<file path="src/rtl/rb_pkg.sv">
// Shared constants and types for the architectural register bank.
// Assumes a 32-bit datapath and sixteen architectural indices.
package rb_pkg;
    localparam int XLEN    = 32;
    localparam int IDX_W   = 4;
    localparam int NUM_GPR = 13;
    localparam int EXC_W   = 9;
    localparam int FLAG_W  = 4;
    localparam int FLAG_HI = 31;
    localparam int TBIT_POS = 24;
    localparam logic [IDX_W-1:0] IDX_SP = 4'd13;
    localparam logic [IDX_W-1:0] IDX_LR = 4'd14;
    localparam logic [IDX_W-1:0] IDX_PC = 4'd15;

    typedef enum logic [1:0] {
        BOOT_IDLE = 2'd0,
        BOOT_SP   = 2'd1,
        BOOT_PC   = 2'd2,
        BOOT_RUN  = 2'd3
    } boot_st_e;
endpackage

</file>
<file path="src/rtl/rb_boot_seq.sv">
// Boot sequencer: after reset fetches the stack word, then the vector word,
// each waiting for its valid strobe, then stays in the run state.
// Assumes the memory returns exactly one valid per request.
module rb_boot_seq
    import rb_pkg::*;
#(
    parameter logic [XLEN-1:0] SP_ADDR = 32'h0000_0000,
    parameter logic [XLEN-1:0] PC_ADDR = 32'h0000_0004
) (
    input  logic            clk,
    input  logic            rst_n,
    input  logic            mem_rvalid,
    output logic            mem_req,
    output logic [XLEN-1:0] mem_addr,
    output logic            ld_sp,
    output logic            ld_pc,
    output logic            running
);
    boot_st_e st_q;

    // Advance through the two fetches, then hold in run.
    always_ff @(posedge clk) begin
        if (!rst_n) begin
            st_q <= BOOT_IDLE;
        end else begin
            unique case (st_q)
                BOOT_IDLE: st_q <= BOOT_SP;
                BOOT_SP:   if (mem_rvalid) st_q <= BOOT_PC;
                BOOT_PC:   if (mem_rvalid) st_q <= BOOT_RUN;
                default:   st_q <= BOOT_RUN;
            endcase
        end
    end

    // Moore request/address plus load strobes qualified by valid.
    always_comb begin
        mem_req  = (st_q == BOOT_SP) || (st_q == BOOT_PC);
        mem_addr = (st_q == BOOT_PC) ? PC_ADDR : SP_ADDR;
        ld_sp    = (st_q == BOOT_SP) && mem_rvalid;
        ld_pc    = (st_q == BOOT_PC) && mem_rvalid;
        running  = (st_q == BOOT_RUN);
    end


    addr_hold_chk: assert property (@(posedge clk) disable iff (!rst_n)
        (mem_req && !mem_rvalid) |=> (mem_req && $stable(mem_addr)));

    run_quiet_chk: assert property (@(posedge clk) disable iff (!rst_n)
        running |=> (running && !mem_req));
endmodule

</file>
<file path="src/rtl/rb_gpr_file.sv">
// Thirteen plain data registers with one write port and two read ports.
// Indices outside the file read as zero; the top muxes those indices.
module rb_gpr_file
    import rb_pkg::*;
#(
    parameter int NUM = NUM_GPR,
    parameter int W   = XLEN
) (
    input  logic             clk,
    input  logic             rst_n,
    input  logic             we,
    input  logic [IDX_W-1:0] widx,
    input  logic [W-1:0]     wdata,
    input  logic [IDX_W-1:0] ridx_a,
    input  logic [IDX_W-1:0] ridx_b,
    output logic [W-1:0]     rdata_a,
    output logic [W-1:0]     rdata_b
);
    logic [NUM-1:0][W-1:0] regs_q;
    logic [NUM-1:0]        hit;

    // Per-register write decode.
    for (genvar g = 0; g < NUM; g++) begin : g_dec
        assign hit[g] = we && (widx == IDX_W'(g));
    end

    // Register storage, cleared by reset.
    always_ff @(posedge clk) begin
        if (!rst_n) begin
            regs_q <= '0;
        end else begin
            for (int i = 0; i < NUM; i++) begin
                if (hit[i]) regs_q[i] <= wdata;
            end
        end
    end

    // Independent combinational read selection.
    assign rdata_a = (ridx_a < IDX_W'(NUM)) ? regs_q[ridx_a] : '0;
    assign rdata_b = (ridx_b < IDX_W'(NUM)) ? regs_q[ridx_b] : '0;


    gpr_wr_chk: assert property (@(posedge clk) disable iff (!rst_n)
        (we && widx == 4'd0) |=> (regs_q[0] == $past(wdata)));
endmodule

</file>
<file path="src/rtl/rb_status.sv">
// Status word: condition flags, exception number and instruction-set state.
// Assumes the caller gates updates with the run indication.
module rb_status
    import rb_pkg::*;
(
    input  logic             clk,
    input  logic             rst_n,
    input  logic             running,
    input  logic             t_load,
    input  logic             t_value,
    input  logic             flags_we,
    input  logic [FLAG_W-1:0] flags_in,
    input  logic             exc_we,
    input  logic [EXC_W-1:0] exc_in,
    input  logic             exec_req,
    output logic [XLEN-1:0]  psr_word,
    output logic             fault
);
    logic [FLAG_W-1:0] flags_q;
    logic [EXC_W-1:0]  exc_q;
    logic              t_q;

    // Field registers; flag and exception writes only once running.
    always_ff @(posedge clk) begin
        if (!rst_n) begin
            flags_q <= '0;
            exc_q   <= '0;
            t_q     <= 1'b0;
        end else begin
            if (t_load)              t_q     <= t_value;
            if (running && flags_we) flags_q <= flags_in;
            if (running && exc_we)   exc_q   <= exc_in;
        end
    end

    // Pack the fields; unused bits stay zero.
    always_comb begin
        psr_word = '0;
        psr_word[FLAG_HI -: FLAG_W] = flags_q;
        psr_word[TBIT_POS]          = t_q;
        psr_word[EXC_W-1:0]         = exc_q;
    end

    // Execution with the state bit clear is a fault.
    assign fault = running && exec_req && !t_q;


    t_load_chk: assert property (@(posedge clk) disable iff (!rst_n)
        t_load |=> (psr_word[TBIT_POS] == $past(t_value)));

    flags_keep_chk: assert property (@(posedge clk) disable iff (!rst_n)
        !flags_we |=> $stable(psr_word[FLAG_HI -: FLAG_W]));

    fault_cause_chk: assert property (@(posedge clk) disable iff (!rst_n)
        fault |-> (exec_req && !psr_word[TBIT_POS]));
endmodule

</file>
<file path="src/rtl/arch_regbank.sv">
// Architectural register bank: data registers, banked stack pointers,
// return-address register, program counter and status word, seeded by a
// two-read boot sequence. Assumes one write per cycle at most per register.
module arch_regbank
    import rb_pkg::*;
#(
    parameter logic [XLEN-1:0] SP_VEC_ADDR = 32'h0000_0000,
    parameter logic [XLEN-1:0] PC_VEC_ADDR = 32'h0000_0004,
    parameter logic [XLEN-1:0] LR_RESET    = 32'hFFFF_FFFF
) (
    input  logic              clk,
    input  logic              rst_n,
    input  logic [IDX_W-1:0]  rd_a_idx,
    output logic [XLEN-1:0]   rd_a_data,
    input  logic [IDX_W-1:0]  rd_b_idx,
    output logic [XLEN-1:0]   rd_b_data,
    input  logic              wr_en,
    input  logic [IDX_W-1:0]  wr_idx,
    input  logic [XLEN-1:0]   wr_data,
    input  logic              handler_mode,
    input  logic              ctrl_wr_en,
    input  logic              ctrl_spsel_in,
    output logic              ctrl_spsel,
    input  logic              bl_strobe,
    input  logic [XLEN-1:0]   bl_ret_addr,
    input  logic              flags_we,
    input  logic [FLAG_W-1:0] flags_in,
    input  logic              exc_we,
    input  logic [EXC_W-1:0]  exc_in,
    output logic [XLEN-1:0]   psr_word,
    input  logic              exec_req,
    output logic              fault,
    output logic              mem_req,
    output logic [XLEN-1:0]   mem_addr,
    input  logic              mem_rvalid,
    input  logic [XLEN-1:0]   mem_rdata,
    output logic              running
);
    localparam logic [XLEN-1:0] SP_MASK = ~XLEN'(3);
    localparam logic [XLEN-1:0] PC_MASK = ~XLEN'(1);

    logic [XLEN-1:0] msp_q, psp_q, pc_q, lr_q;
    logic            spsel_q, use_msp, wr_ok, ld_sp, ld_pc;
    logic [XLEN-1:0] gpr_a, gpr_b, sp_view;

    rb_boot_seq #(.SP_ADDR(SP_VEC_ADDR), .PC_ADDR(PC_VEC_ADDR)) u_boot (
        .clk(clk), .rst_n(rst_n), .mem_rvalid(mem_rvalid),
        .mem_req(mem_req), .mem_addr(mem_addr),
        .ld_sp(ld_sp), .ld_pc(ld_pc), .running(running)
    );

    assign wr_ok   = running && wr_en;
    assign use_msp = handler_mode || !spsel_q;
    assign sp_view = use_msp ? msp_q : psp_q;

    rb_gpr_file #(.NUM(NUM_GPR), .W(XLEN)) u_gpr (
        .clk(clk), .rst_n(rst_n),
        .we(wr_ok && (wr_idx < IDX_W'(NUM_GPR))),
        .widx(wr_idx), .wdata(wr_data),
        .ridx_a(rd_a_idx), .ridx_b(rd_b_idx),
        .rdata_a(gpr_a), .rdata_b(gpr_b)
    );

    rb_status u_stat (
        .clk(clk), .rst_n(rst_n), .running(running),
        .t_load(ld_pc), .t_value(mem_rdata[0]),
        .flags_we(flags_we), .flags_in(flags_in),
        .exc_we(exc_we), .exc_in(exc_in),
        .exec_req(exec_req), .psr_word(psr_word), .fault(fault)
    );

    // Banked stack pointers: boot load of main, then steered port writes.
    always_ff @(posedge clk) begin
        if (!rst_n) begin
            msp_q <= '0;
            psp_q <= '0;
        end else if (ld_sp) begin
            msp_q <= mem_rdata & SP_MASK;
        end else if (wr_ok && wr_idx == IDX_SP) begin
            if (use_msp) msp_q <= wr_data & SP_MASK;
            else         psp_q <= wr_data & SP_MASK;
        end
    end

    // Program counter: boot vector load, then aligned port writes.
    always_ff @(posedge clk) begin
        if (!rst_n)                           pc_q <= '0;
        else if (ld_pc)                       pc_q <= mem_rdata & PC_MASK;
        else if (wr_ok && wr_idx == IDX_PC)   pc_q <= wr_data & PC_MASK;
    end

    // Return-address register: strobe has priority over the port.
    always_ff @(posedge clk) begin
        if (!rst_n)                           lr_q <= LR_RESET;
        else if (running && bl_strobe)        lr_q <= bl_ret_addr;
        else if (wr_ok && wr_idx == IDX_LR)   lr_q <= wr_data;
    end

    // Stack select bit, written only once running.
    always_ff @(posedge clk) begin
        if (!rst_n)                     spsel_q <= 1'b0;
        else if (running && ctrl_wr_en) spsel_q <= ctrl_spsel_in;
    end

    assign ctrl_spsel = spsel_q;

    // Read port A index decode.
    always_comb begin
        unique case (rd_a_idx)
            IDX_SP:  rd_a_data = sp_view;
            IDX_LR:  rd_a_data = lr_q;
            IDX_PC:  rd_a_data = pc_q;
            default: rd_a_data = gpr_a;
        endcase
    end

    // Read port B index decode.
    always_comb begin
        unique case (rd_b_idx)
            IDX_SP:  rd_b_data = sp_view;
            IDX_LR:  rd_b_data = lr_q;
            IDX_PC:  rd_b_data = pc_q;
            default: rd_b_data = gpr_b;
        endcase
    end


    sp_align_chk: assert property (@(posedge clk) disable iff (!rst_n)
        (msp_q[1:0] == 2'b00) && (psp_q[1:0] == 2'b00));

    pc_align_chk: assert property (@(posedge clk) disable iff (!rst_n)
        !pc_q[0]);

    boot_freeze_chk: assert property (@(posedge clk) disable iff (!rst_n)
        !running |=> ($stable(lr_q) && $stable(spsel_q)));

    bl_load_chk: assert property (@(posedge clk) disable iff (!rst_n)
        (running && bl_strobe) |=> (lr_q == $past(bl_ret_addr)));

    sp_route_chk: assert property (@(posedge clk) disable iff (!rst_n)
        (rd_a_idx == IDX_SP && handler_mode) |-> (rd_a_data == msp_q));
endmodule

</file>
<file path="config.mk">
export PLATFORM = sky130hd
export DESIGN_NAME = arch_regbank
export DESIGN_NICKNAME = d
export VERILOG_FILES = /design/src/rtl/rb_pkg.sv /design/src/rtl/rb_boot_seq.sv /design/src/rtl/rb_gpr_file.sv /design/src/rtl/rb_status.sv /design/src/rtl/arch_regbank.sv
export SDC_FILE = /design/constraint.sdc
export NUM_CORES = 2
export LEC_CHECK = 0
export BUFFER_PORTS_ARGS = -buffer_cell sky130_fd_sc_hd__buf_4
export CELL_PAD_IN_SITES_DETAIL_PLACEMENT = 0
export CELL_PAD_IN_SITES_GLOBAL_PLACEMENT = 1
export CORE_ASPECT_RATIO = 1.2
export CORE_UTILIZATION = 49
export DETAILED_ROUTE_END_ITERATION = 8
export GPL_ROUTABILITY_DRIVEN = 1
export PLACE_DENSITY = 0.85
export SLEW_MARGIN = 5
export SYNTH_ARGS = -nofsm -noshare
export SYNTH_HDL_FRONTEND = slang
export SYNTH_SLANG_ARGS = --single-unit
</file>
<file path="constraint.sdc">
create_clock -name clk -period 3 [get_ports clk]
set_clock_uncertainty 0.15 [all_clocks]
set_input_delay 0.15 -clock clk [delete_from_list [all_inputs] [get_ports clk]]
set_output_delay 0.15 -clock clk [all_outputs]
set_load 0.05 [all_outputs]
</file>
# Word level (Yosys, flattened, before mapping)
# Cells that the tools add are included.
# word_totals
register_bits	556
out_inout_bits	132
in_bits	132
# op_classes
n_bitwise	2
reduce_logical	39
muxes	20
n_eq_ne	26
n_lt_le_gt_ge	5
# ops
op	n
32-bit 2-to-1 mux	12
32-bit binary-select mux with 4-bit select	2
32-bit case mux with 3 select lines	2
4-bit equality test (second input constant)	14
1-bit logical AND	26
4-bit by 3-bit equality test with 1-bit output (second input constant)	4
4-bit < comparator (second input constant)	3
4-bit by 5-bit < comparator with 1-bit output (second input constant)	2
4-bit by 2-bit equality test with 1-bit output (second input constant)	2
2-bit nonzero test	4
2-bit case mux with 3 select lines	1
2-bit equality test (second input constant)	2
4-bit by 1-bit equality test with 1-bit output (second input constant)	1
4-bit logical NOT	1
2-bit 2-to-1 mux	2
2-bit != test (second input constant)	2
2-bit AND reduction	2
3-bit 2-to-1 mux	1
3-bit AND reduction	1
2-bit by 1-bit equality test with 1-bit output (second input constant)	1
1-bit logical NOT	2
2-bit logical NOT	1
1-bit logical OR	2
1-bit inverter	2

# Depth between registers and ports, before layout
# depth
depth_word	5
ltp_mapped	9
depth_no_buf	7

# Hierarchy
# A second synthesis with hierarchy kept.
# hier_totals
hier_cells	3587
hier_area_um2	30810.8
# modules_own_cells
mod	instances	seq_area_each_um2	area_per_inst_um2	cells_per_inst
rb_gpr_file	1	8328.0	22166.3	2452
arch_regbank	1	2482.4	7504.7	1001
rb_status	1	280.3	742.0	85
rb_boot_seq	1	40.0	397.9	49

# Worst setup path after synthesis
# OpenSTA, ideal clock, no wires.
# synth_path
path_type	flip-flop to output port
startpoint	reg spsel_q, in the netlist ctrl_spsel
endpoint	out rd_b_data[2]
t_arrival_ps	2988
stages_incl_launch_ff	8
required_ps	2700
slack_ps	-288
path_buffers	2
cell_sequence	dfxtp_1 -> nor2b_4 -> buf_6 -> buf_2 -> mux2i_1 -> a221oi_1 -> a21oi_1 -> a221oi_1
# synth_between
elab_chain_len	4
# synth_rtl
element	line_no	text
start, declared	arch_regbank.sv:43	logic spsel_q, use_msp, wr_ok, ld_sp, ld_pc;
start signal, assigned	arch_regbank.sv:102	else if (running && ctrl_wr_en) spsel_q <= ctrl_spsel_in;
1-bit logical NOT	arch_regbank.sv:53	assign use_msp = handler_mode || !spsel_q;
1-bit logical OR	arch_regbank.sv:53	
32-bit 2-to-1 mux	arch_regbank.sv:54	assign sp_view = use_msp ? msp_q : psp_q;
32-bit case mux with 3 select lines	arch_regbank.sv:119	unique case (rd_b_idx)
end, declared	arch_regbank.sv:16	output logic [XLEN-1:0] rd_b_data,
# No other way between the ends.

# Final worst setup path
# layout_path
startpoint	reg spsel_q, in the netlist ctrl_spsel
endpoint	out rd_a_data[8]
# layout_between
elab_chain_len	4
# layout_rtl
element	line_no	text
1-bit logical NOT	arch_regbank.sv:53	
1-bit logical OR	arch_regbank.sv:53	
32-bit 2-to-1 mux	arch_regbank.sv:54	
32-bit case mux with 3 select lines	arch_regbank.sv:109	unique case (rd_a_idx)
end, declared	arch_regbank.sv:14	output logic [XLEN-1:0] rd_a_data,
# No other way between the ends.

==> flow_results.org <==
** Run status
- The flow ran to the end, but the final reports show violations.
- Violations in the final reports :: negative setup slack

** Critical path
- For the worst setup path, the data required time is 2700 ps.
- Start point of the critical path :: ctrl_spsel
- The worst setup path is of the reg -> out kind.
- Data arrival, critical path :: 2790 ps
- Highest-delay cell along the critical path :: mux4_2
- Critical path fanouts, max :: 5
- The startpoint identified for the worst register-to-register timing path is u_boot.st_q[1].
- For the worst flop-to-flop path, the logic depth is 8.
- The worst setup path is launched from a register.
- For this run, the slowest stage of the critical path takes 520 ps.
- R2r endpoint :: u_gpr.regs_q[5]
- The worst setup path is captured at a primary output.
- The critical path ends at rd_a_data[8].
- The kind of cell with the highest combined delay along the critical path is multiplexers.
- The critical path goes through nor2b_4 > buf_12 > mux2_4 > mux4_2 > mux4_2 > buf_8.
- The number of buffers and inverters on the critical path is 2.
- Library cell appearing most often on the critical path :: mux4_2
- Worst reg2reg setup slack :: 60 ps
- Number of gates on the worst path with buffers counted :: 6

** STA
- Post-route worst setup slack :: -93.52 ps
- Final count of hold timing violations :: 0
- Worst-margin pin slew :: a little under 1000 ps
- Final period utilization :: 103.1%
- Timing would allow up to 323.3 MHz.
- Setup repair after global routing could not meet its margin everywhere.
- Final sum of negative setup slack :: -246.1 ps
- Setup violations remaining at the end of the flow were counted as 8.
- The smallest clock period supported by the final layout is computed as 3094 ps.
- The number of pins with negative max-slew slack in the final report is 0.
- Normalized max-slew margin :: between 30% and 40%
- WHS :: 23.75 ps

** Synthesis
- Post-synth cell types :: 53
- Mean Syn Cell Area :: 8.494 um^2
- Count of mapped cells out of synthesis :: approximately 3,600
- Cell types occupying the most area after synthesis :: dfxtp_1 (37%), nand2_1 (14%), mux4_2 (13%)
- Summing the sequential cell areas from Yosys gives 36.60% of the chip area.
- Most used DFF post-synth :: dfxtp_1
- The synthesized design spends more area on one cell type than any other, namely dfxtp_1.
- Counting flops and latches in the post-synthesis netlist gives approximately 560.
- YS warnings :: 0
- EDFF count, synth :: 0
- The synthesized netlist occupies a cell area of roughly 0.030 mm^2.
- Leading cell type by number of instances after synthesis :: nand2_1
- Top-area cell type share of the netlist area :: 36.60%
- Top cells by instance count after synthesis :: nand2_1 (1,127), dfxtp_1 (556), a21boi_0 (427)
- Ys async rst share :: 0%

** Route
- In the routed design, unresolved DRC markers number 0.
- The count of nets left with antenna violations once routing finished came out at 0.
- In the routed layout, each cell is associated on average with a via count of 6.336.
- Length of the first detailed-routing pass in iterations :: 6
- Routed length per instance :: 26.80 um
- Routed Wire Length :: 126,300 um
- Via Count :: around 30,000
- DRC violation total after the first TritonRoute iteration :: between 3,000 and 4,000

** Place
- Detailed-placement wirelength estimate :: roughly 79,000 um
- The placed instances occupy a cell area of 0.03313 mm^2.
- Global placement routability congestion :: 0.9501
- In this run the tool buffered the top-level ports with 214 buffer cells.
- Prior to clock tree synthesis, the placed netlist has a worst setup slack of 204.2 ps.
- Placed insts :: approximately 4,400

** Global routing
- Total Routing Usage GR :: 39.16%
- The number of antenna violations at the first check in global routing came to 1.
- The first global-routing pass estimated ~180,000 um of wire.
- Pin count of the biggest net entering global routing :: 220
- Global routing finished with a remaining overflow of 0.
- Vias in the first global route :: around 29,000

** Power and ir drop
- The completed layout was analyzed and its total power is between 15 and 20 mW.
- Static power due to leakage :: 13.82 nW
- Power density over the cells :: 478.9 mW/mm^2
- Largest vdd supply drop :: 0.4393 mV

** Die
- From bottom edge to top edge, the die measures 274.9 um.
- After floorplanning, the core was sized to cover 0.06107 mm^2.
- Area of the die :: around 0.063 mm^2
- Pin placement for this block handled 264 I/O pins.
- Die width :: roughly 230 um
- Initial Util :: 49.80%
- In this run the core area contains 99 standard-cell rows.

** Cells and area
- Relative to the synthesized area, the layout overhead comes to 24.55%.
- In the final layout, flip-flops and latches occupy approximately 0.011 mm^2.
- Once layout is done, the placed cells without fillers occupy 0.03787 mm^2.
- Final layout net count :: 3,999
- The post-route netlist has 20.82% of its cells at a drive strength greater than 1.
- Fill cells in the final layout number slightly above 5,000.
- Once layout is complete, the cells apart from fillers number around 4,700.
- Combined area of the multi-input logic cells :: 0.01819 mm^2
- Once layout is complete, the utilization of the core stands at 62.02%.

** Clock network
- The H-tree generated during clock tree synthesis spans 2 levels.
- The tree is rooted in a clkbuf_16.
- After clock tree synthesis, the clock-pin slew on the worst setup and hold paths is 60 ps.
- Worst-case clock buffer depth :: 3
- Latest clock arrival within the worst-skew pair :: 640 ps
- Clock tree synthesis inserted a total of 58 buffers.
- The clock drives 556 sinks.
- TritonCTS built the clock tree.

** Worst hold path
- The tightest min-delay check is of the in -> reg type.

** Job
- The tool flagged a number of max-cap violations equal to 0.
## placed cells by master (no fill, tap or decap), types with 7 or more instances in the layout
master         netlist  routed
a2111oi_2            0       7
a211oi_1            19      18
a21boi_0           427     426
a21boi_1            24      23
a21oi_1             51      50
a221oi_1            32       8
a221oi_2             0      14
a221oi_4             0      10
a22o_1               9       7
a22oi_1             17      14
a311oi_1            39      31
a311oi_2             0       7
a31oi_1             34      34
and2_1               8       8
buf_12               0      29
buf_4               71     318
buf_6                2      33
clkbuf_1           275      10
clkbuf_16            0      60
clkbuf_8             0      18
clkinv_2             0      10
conb_1               1      49
dfxtp_1            556     555
dlygate4sd3_1        0     207
inv_1               25      25
mux2_2              64      60
mux2i_1             87      73
mux2i_4              0      12
mux4_2             173     173
nand2_1           1127    1126
nand2b_1             9       9
nand3_1            115     113
nor2_1             134     122
nor2_4               0       9
nor2b_1             18      17
o211a_1             34      34
o21ai_0             35      32
o221ai_1            16      13
o22ai_1             54      51
## worst min-delay path: stages
cell	delay [ps]
buf_4	120
or3_4	210
nor2_4	120
nand2_1	80
a21boi_0	70
## logic make-up (layout without fill, tap and decap cells)
| logic type | Yosys count | after routing | share of synthesized area, % |
|---|---|---|---|
| AND/OR/NAND/NOR | 1436 | 1436 | 18.74 |
| other | 1 | 50 | 0.01233 |
| buffers and inverters | 446 | 723 | 6.686 |
| flip-flops | 556 | 556 | 36.60 |
| multiplexers | 325 | 325 | 18.10 |
| AO/OA/AOI/OAI | 812 | 812 | 19.70 |
| adder cells (fa/ha/maj) | 4 | 4 | 0.1646 |
## final cells by class
cell class | count | area share (%)
multi-input combinational | 2626 | 48.02
antenna | 1 | 0.006607
sequential | 556 | 29.39
inverter | 28 | 0.2775
tap | 808 | 2.669
clock inverter | 16 | 0.4328
timing repair buffer | 593 | 14.58
clock buffer | 86 | 4.615
## power breakdown
part           internal [mW]  switching [mW]  total [mW]
Combinational           1.13            1.91        3.04
Clock                   4.25            3.22        7.47
Sequential              7.50           0.132        7.64
Total                   12.9            5.26        18.1
## metal layers
| metal | global-route usage [%] | up-vias | share of wire (%) |
|---|---|---|---|
| met1 | 50.45 | 14510 | 38 |
| met2 | 61.38 | 1971 | 45 |
| met4 | 19.81 | 4 | 5.3 |
| met5 | 1.190 | - | 0.082 |
| met3 | 9.214 | 451 | 12 |
| li1 | - | 12930 | - |
## flip-flops by register name (all words and copies together), names as in the netlist
signal,flops
u_stat.t_q,1
u_boot.st_q,2
u_stat.exc_q,9
psp_q,30
u_gpr.regs_q,416
msp_q,30
ctrl_spsel,1
pc_q,31
u_stat.flags_q,4
lr_q,32
## timing repair
action / CTS / global route
hold endpoints to repair: 556 / 0
pin swaps: 12 / 10
hold buffers: 207 / 0
cloned: 2 / 1
endpoints found under the setup margin: 38 / 58
gates resized for setup: 84 / 35
buffers inserted: 10 / 3
## worst min-delay path by stage
stage	slack, ps	cells past startpoint	startpoint	endpoint
2_1_floorplan	140	2	wr_data[0]	u_gpr.regs_q[128]
3_3_place_gp	260	3	bl_ret_addr[22]	lr_q[22]
3_5_place_dp	270	3	bl_ret_addr[8]	lr_q[8]
4_1_cts	40	5	wr_idx[2]	u_gpr.regs_q[373]
5_1_grt	30	5	wr_idx[3]	u_gpr.regs_q[35]
6_report	20	5	wr_idx[3]	u_gpr.regs_q[36]
(Power assumes the default switching activity.)
